<file path="src/rtl/ctlport_pkg.sv">
`timescale 1ns/1ps
package ctlport_pkg;
  localparam int WORD_W = 16;
  localparam int ADDR_W = 2;
  localparam int VOL_W  = 14;
  localparam int CFG_W  = 10;

  typedef enum logic [1:0] {
    A_VOL_L = 2'b00,
    A_DAC   = 2'b01,
    A_VOL_R = 2'b10,
    A_PLL   = 2'b11
  } reg_addr_e;

  // Field order matches word bits [11:2]
  typedef struct packed {
    logic [1:0] interp;
    logic [1:0] width;
    logic       phase;
    logic       mute;
    logic [1:0] fmt;
    logic [1:0] deemph;
  } dac_cfg_t;
endpackage

</file>
<file path="src/rtl/ctlport_sync.sv">
`timescale 1ns/1ps
module ctlport_sync #(
  parameter int   STAGES  = 2,
  parameter logic RST_VAL = 1'b0
) (
  input  logic clk,
  input  logic rst_n,
  input  logic din,
  output logic lvl,
  output logic prev,
  output logic rise,
  output logic fall
);
  // STAGES synchroniser flops plus one history flop
  logic [STAGES:0] chain;

  always_ff @(posedge clk) begin
    if (!rst_n) chain <= {(STAGES+1){RST_VAL}};
    else        chain <= {chain[STAGES-1:0], din};
  end

  assign lvl  = chain[STAGES-1];
  assign prev = chain[STAGES];
  assign rise = lvl & ~prev;
  assign fall = ~lvl & prev;
endmodule

</file>
<file path="src/rtl/ctlport_deser.sv">
`timescale 1ns/1ps
module ctlport_deser #(
  parameter int WORD_W = 16
) (
  input  logic              clk,
  input  logic              rst_n,
  input  logic              sck_rise,
  input  logic              dat_lvl,
  input  logic              lat_prev,
  input  logic              lat_rise,
  input  logic              lat_fall,
  output logic              wr_vld,
  output logic [WORD_W-1:0] wr_word
);
  localparam int CNT_W   = $clog2(WORD_W + 2);
  localparam int CNT_SAT = WORD_W + 1;

  logic [CNT_W-1:0]  cnt_q, cnt_n;
  logic [WORD_W-1:0] sh_q, sh_n;
  logic              take;

  // A bit belongs to the frame when the latch was low in the previous cycle,
  // so an edge coinciding with the latch rise still counts.
  assign take = sck_rise & ~lat_prev;

  always_comb begin
    sh_n  = sh_q;
    cnt_n = cnt_q;
    if (take) begin
      sh_n = {sh_q[WORD_W-2:0], dat_lvl};
      if (cnt_q != CNT_W'(CNT_SAT)) cnt_n = cnt_q + 1'b1;
    end
    if (lat_fall) cnt_n = '0;
  end

  always_ff @(posedge clk) begin
    if (!rst_n) begin
      cnt_q   <= '0;
      sh_q    <= '0;
      wr_vld  <= 1'b0;
      wr_word <= '0;
    end else begin
      sh_q   <= sh_n;
      wr_vld <= 1'b0;
      if (lat_rise) begin
        wr_vld  <= (cnt_n == CNT_W'(WORD_W));
        wr_word <= sh_n;
        cnt_q   <= '0;
      end else begin
        cnt_q <= cnt_n;
      end
    end
  end

  AST_CNT_BOUND: assert property (@(posedge clk) disable iff (!rst_n)
    cnt_q <= CNT_W'(CNT_SAT));
  AST_FALL_CLEARS: assert property (@(posedge clk) disable iff (!rst_n)
    lat_fall |=> (cnt_q == '0));
  AST_WRITE_AFTER_LATCH: assert property (@(posedge clk) disable iff (!rst_n)
    wr_vld |-> lat_prev);
endmodule

</file>
<file path="src/rtl/ctlport_regs.sv">
`timescale 1ns/1ps
module ctlport_regs
  import ctlport_pkg::*;
#(
  parameter int WORD_W = 16,
  parameter int VOL_W  = 14,
  parameter int CFG_W  = 10
) (
  input  logic              clk,
  input  logic              rst_n,
  input  logic              wr_vld,
  input  logic [WORD_W-1:0] wr_word,
  output logic [VOL_W-1:0]  vol_l,
  output logic [VOL_W-1:0]  vol_r,
  output dac_cfg_t          dac,
  output logic [CFG_W-1:0]  pll
);
  localparam int CFG_HI = CFG_W + 1;

  reg_addr_e addr;
  assign addr = reg_addr_e'(wr_word[1:0]);

  always_ff @(posedge clk) begin
    if (!rst_n) begin
      vol_l <= '1;
      vol_r <= '1;
      dac   <= '0;
      pll   <= '0;
    end else if (wr_vld) begin
      unique case (addr)
        A_VOL_L: vol_l <= wr_word[WORD_W-1:2];
        A_VOL_R: vol_r <= wr_word[WORD_W-1:2];
        A_DAC:   dac   <= dac_cfg_t'(wr_word[CFG_HI:2]);
        A_PLL:   pll   <= wr_word[CFG_HI:2];
        default: ;
      endcase
    end
  end

  AST_VOLL_ONLY_ADDR: assert property (@(posedge clk) disable iff (!rst_n)
    !$stable(vol_l) |-> $past(wr_vld && wr_word[1:0] == 2'b00));
  AST_VOLR_ONLY_ADDR: assert property (@(posedge clk) disable iff (!rst_n)
    !$stable(vol_r) |-> $past(wr_vld && wr_word[1:0] == 2'b10));
  AST_DAC_ONLY_ADDR: assert property (@(posedge clk) disable iff (!rst_n)
    !$stable(dac) |-> $past(wr_vld && wr_word[1:0] == 2'b01));
  AST_PLL_ONLY_ADDR: assert property (@(posedge clk) disable iff (!rst_n)
    !$stable(pll) |-> $past(wr_vld && wr_word[1:0] == 2'b11));
endmodule

</file>
<file path="src/rtl/ctlport_top.sv">
`timescale 1ns/1ps
module ctlport_top
  import ctlport_pkg::*;
#(
  parameter int SYNC_STAGES = 2
) (
  input  logic             clk,
  input  logic             rst_n,
  input  logic             ser_clk,
  input  logic             ser_dat,
  input  logic             ser_lat,
  output logic [VOL_W-1:0] vol_left,
  output logic [VOL_W-1:0] vol_right,
  output logic [1:0]       interp_sel,
  output logic [1:0]       word_len,
  output logic             phase_inv,
  output logic             soft_mute,
  output logic [1:0]       fmt_sel,
  output logic [1:0]       deemph_sel,
  output logic [CFG_W-1:0] pll_cfg
);
  localparam int N_LINES = 3;          // 0 clock, 1 data, 2 latch
  localparam logic [N_LINES-1:0] IDLE = 3'b100;

  logic [N_LINES-1:0] raw, lvl, prev, rise, fall;
  assign raw = {ser_lat, ser_dat, ser_clk};

  for (genvar g = 0; g < N_LINES; g++) begin : g_sync
    ctlport_sync #(.STAGES(SYNC_STAGES), .RST_VAL(IDLE[g])) u_sync (
      .clk (clk), .rst_n(rst_n), .din(raw[g]),
      .lvl (lvl[g]), .prev(prev[g]), .rise(rise[g]), .fall(fall[g])
    );
  end

  logic              wr_vld;
  logic [WORD_W-1:0] wr_word;
  dac_cfg_t          dac;

  ctlport_deser #(.WORD_W(WORD_W)) u_deser (
    .clk     (clk),
    .rst_n   (rst_n),
    .sck_rise(rise[0]),
    .dat_lvl (lvl[1]),
    .lat_prev(prev[2]),
    .lat_rise(rise[2]),
    .lat_fall(fall[2]),
    .wr_vld  (wr_vld),
    .wr_word (wr_word)
  );

  ctlport_regs #(.WORD_W(WORD_W), .VOL_W(VOL_W), .CFG_W(CFG_W)) u_regs (
    .clk    (clk),
    .rst_n  (rst_n),
    .wr_vld (wr_vld),
    .wr_word(wr_word),
    .vol_l  (vol_left),
    .vol_r  (vol_right),
    .dac    (dac),
    .pll    (pll_cfg)
  );

  assign interp_sel = dac.interp;
  assign word_len   = dac.width;
  assign phase_inv  = dac.phase;
  assign soft_mute  = dac.mute;
  assign fmt_sel    = dac.fmt;
  assign deemph_sel = dac.deemph;

  AST_RESET_DEFAULT: assert property (@(posedge clk)
    !rst_n |=> (vol_left == '1 && vol_right == '1 && pll_cfg == '0));
endmodule

</file>
<file path="config.mk">
export PLATFORM = sky130hd
export DESIGN_NAME = ctlport_top
export DESIGN_NICKNAME = d
export VERILOG_FILES = /design/src/rtl/ctlport_pkg.sv /design/src/rtl/ctlport_sync.sv /design/src/rtl/ctlport_deser.sv /design/src/rtl/ctlport_regs.sv /design/src/rtl/ctlport_top.sv
export SDC_FILE = /design/constraint.sdc
export NUM_CORES = 1
export LEC_CHECK = 0
export BUFFER_PORTS_ARGS = -buffer_cell sky130_fd_sc_hd__buf_2
export CAP_MARGIN = 20
export CORE_UTILIZATION = 45
export CTS_CLUSTER_DIAMETER = 30
export DETAILED_ROUTE_END_ITERATION = 8
export GPL_TIMING_DRIVEN = 0
export HOLD_SLACK_MARGIN = 0.08
export PLACE_DENSITY = 0.68
export SLEW_MARGIN = 0
export SYNTH_ARGS = -nofsm -noshare
export SYNTH_HDL_FRONTEND = slang
export SYNTH_SLANG_ARGS = --single-unit
</file>
<file path="constraint.sdc">
create_clock -name clk -period 1.4 [get_ports clk]
set_input_delay 0.07 -clock clk [delete_from_list [all_inputs] [get_ports clk]]
set_output_delay 0.07 -clock clk [all_outputs]
set_load 0.05 [all_outputs]
</file>
==> results.md <==
* DP Worst Slack at -0.131 ns
* Worst Reg-to-Reg Cells at 5
* Hold_ws at 0.104 ns
* CP Max Fanout at 4
* DRT Pass-1 Iters at 4
* Initial antenna violation count at 0
* Clock sinks at 94
* Share of layout cells above drive strength 1 at 26.2%
* Max-slew violations at 0
* Pin count of the biggest net entering global routing at 17
* Initial core utilization at 46.6%
* Clock power frac at 41.3%
* Slew at the pin with the worst max-slew slack at 0.533 ns
* Warnings from Yosys at 0
* Status: finished, violations left
* Number of diodes at 0
* Row count at 31
* R2R setup slack at -0.06 ns
* Final Hold Fails at 0
* FILL cells at 677
* RSZ-0062 raised after global routing: true
* Post-Place Cell Area at 3780 sq um
* First-pass GRT wire length at 11.3 mm
* Die Y at 88.9 um
* Post-synth EDFFs at 0
* Worst Path Buf+Inv at 0
* Htree depth at 3
* Antenna viol nets, final at 0
* P&R area growth vs syn at 24.4%
* Post-synth ARST share at 0%
* Total wire length at 7.05 mm
* P_sw at 1.02 mW
* Mapped Nets at 378
* Synth cell count leaders: nand2_1, dfxtp_1, nand3_1
* Ys flop type: dfxtp_1
* WS Path Type: reg2reg
* Synth top area cells: dfxtp_1, nand2_1, mux2i_1, a21boi_0, nand3_1
* Number of I/O pins at 53
* Clk Latency, worst-skew pair at 0.35 ns
* Setup Skew at 0.0115 ns
* Register share of total power at 56.5%
* Core area at 7290 sq um
* Post-Place Cells at 522
* Num CTS Buffers at 9
* Post-synth top area share at 55.4%
* Drt via density at 4.84
* HP Class: in2reg
* Seq/Total Area, Yosys at 55.4%
* Violated checks: setup timing
* CP Capture Type: flip-flop
* Fin area at 4230 sq um
* Final core utilization at 58.0%
* Worst Setup EP: u_deser.wr_vld$_SDFF_PN0_
* Arrival time worst endpoint at 1.71 ns
* Setup TNS at -0.0737 ns
* Total GRT Usage at 18.7%
* WL/cell at 12.9 um
* Synthesized flop and latch total at 94
* Width of the chip at 88.9 um
* Startpoint types: flip-flop
* Worst Setup SP: u_deser.cnt_q[0]$_SDFF_PP0_
* Pwr Total at 4.75 mW
* Cell Area, Synth at 3400 sq um
* Post-Syn Area per Cell at 9.16 sq um
* Internal at 3.74 mW
* Number of remaining DRC errors at 0
* VDD IR max at 0.000442 V
* Power density over cell area at 1120 nW/um^2
* CTS clock-pin slew for the worst setup and hold paths at 0.09 ns
* TritonCTS clock tree: yes
* Routability congestion estimate at 0.807
* Min cycle time layout at 1.46 ns
* Via count at 2636
* Gr ovfl total at 0
* FMAX at 0.683 GHz
* CP Data Required Time at 1.65 ns
* Fin crit share at 105%
* Maxcap violations at 0
* Final nets at 448
* DP HPWL at 5.03 mm
* Comb pwr share at 2.2%
* Clock root cell: clkbuf_8
* Dominant cell type by area after synthesis: dfxtp_1
* PortBufs at 52
* FF-to-FF Start: u_deser.cnt_q[0]$_SDFF_PP0_
* Worst setup margin at -0.0635 ns
* Leakage Power at 1.68 nW
* Number of cells on the critical path at 5
* Worst path top cell family by delay: simple AND/OR/NAND/NOR gates
* Slowest stage delay, CP at 0.38 ns
* Number of global-route vias before repair at 2441
* Worst path cell trace: ha_4 > and4bb_1 > and2b_2 > mux2i_2 > a2111oi_2
* Sw frac at 21.4%
* Synthesized instance count at 371
* Initial drt markers at 75
* Post-Layout Cell Count at 545
* RR Endpoint: u_deser.wr_vld$_SDFF_PN0_
* Max_slew headroom at 64.5%
* Top-count cell post-synth: nand2_1
* Netlist cell types at 34
* Clock Tree Buf Depth at 2
* Setup violation total in the final timing report at 2
* Slowest-stage cell, CP: dfxtp_4
* DIE AREA at 7900 sq um
-- power by group through the flow --
stage          Combinational, mW  Clock (mW)  Sequential [mW]
2_1_floorplan             0.0629           0             2.75
3_5_place_dp              0.0893           0             2.75
4_1_cts                    0.100        2.00             2.68
6_report                   0.104        1.96             2.69
3_3_place_gp              0.0882           0             2.75
5_1_grt                    0.116        2.12             2.69
-- worst min-delay path, cell delays in order --
cell and delay, ns:
buf_2 0.10, buf_2 0.17, nand2b_1 0.08
-- layout by cell type (no fill, tap or decap), types with 6 or more instances in the layout --
cell type	n
nand2_1	114
and2_1	6
buf_4	8
o21ai_0	14
dfxtp_1	89
mux2i_1	6
mux2i_2	7
clkbuf_1	8
a21boi_0	20
nand3_1	30
buf_2	56
clkbuf_8	9
nor2b_1	16
-- routing by layer --
layer | part of all wire (%) | track usage (%) | up-vias
li1 | - | - | 1357
met1 | 47 | 23.6 | 1225
met2 | 49 | 32.1 | 50
met3 | 3.3 | 2.86 | 4
met4 | 0.47 | 7.62 | 0
met5 | 0 | 0 | -
-- cell families after synthesis --
kind of cell	after synthesis	synth area share (%)
fa+ha+maj	2	0.736
simple gates	188	26.3
xor+xnor	3	0.773
buf+inv	25	3.39
flops	94	55.4
mux	17	5.01
compound gates	42	8.43
-- sequential cells by signal, summed over array words and instances, names as in the netlist --
register and flops:
g_sync.u_sync.chain 8, u_regs.pll 10, u_deser.wr_vld 1, u_deser.cnt_q 5, u_regs.vol_l 14, u_deser.sh_q 16, u_deser.wr_word 16, u_regs.dac 10
u_regs.vol_r 14
-- final cells by class --
cell class / instances / area (sq um) / share of cell area, %
multi-input combinational: 252 / 1530 / 36.2
buffer: 18 / 97.6 / 2.31
clock buffer: 9 / 124 / 2.93
clock inverter: 7 / 98.8 / 2.34
timing repair buffer: 62 / 347 / 8.20
sequential: 94 / 1890 / 44.7
tap: 99 / 124 / 2.93
inverter: 4 / 15.0 / 0.355
-- worst min path at each step --
stage / to / cells past startpoint / from
after floorplan: g_sync[2].u_sync.chain[0]$_SDFF_PN1_ / 1 / ser_lat
after global placement: g_sync[2].u_sync.chain[0]$_SDFF_PN1_ / 2 / ser_lat
after detailed placement: g_sync[2].u_sync.chain[0]$_SDFF_PN1_ / 2 / ser_lat
after CTS: g_sync[2].u_sync.chain[2]$_SDFF_PN1_ / 3 / rst_n
after global routing: g_sync[2].u_sync.chain[0]$_SDFF_PN1_ / 3 / rst_n
final: g_sync[2].u_sync.chain[0]$_SDFF_PN1_ / 3 / rst_n
-- repair_timing --
action | 4_1_cts | 5_1_grt
gates resized for setup | 11 | 31
endpoints found under the hold margin | 3 | 0
setup buffers | 6 | 1
endpoints found under the setup margin | 42 | 67
hold buffers | 3 | 0
pin swaps | 1 | 2
cloned | 0 | 0
Note: power is estimated with default switching activity, not from simulation.
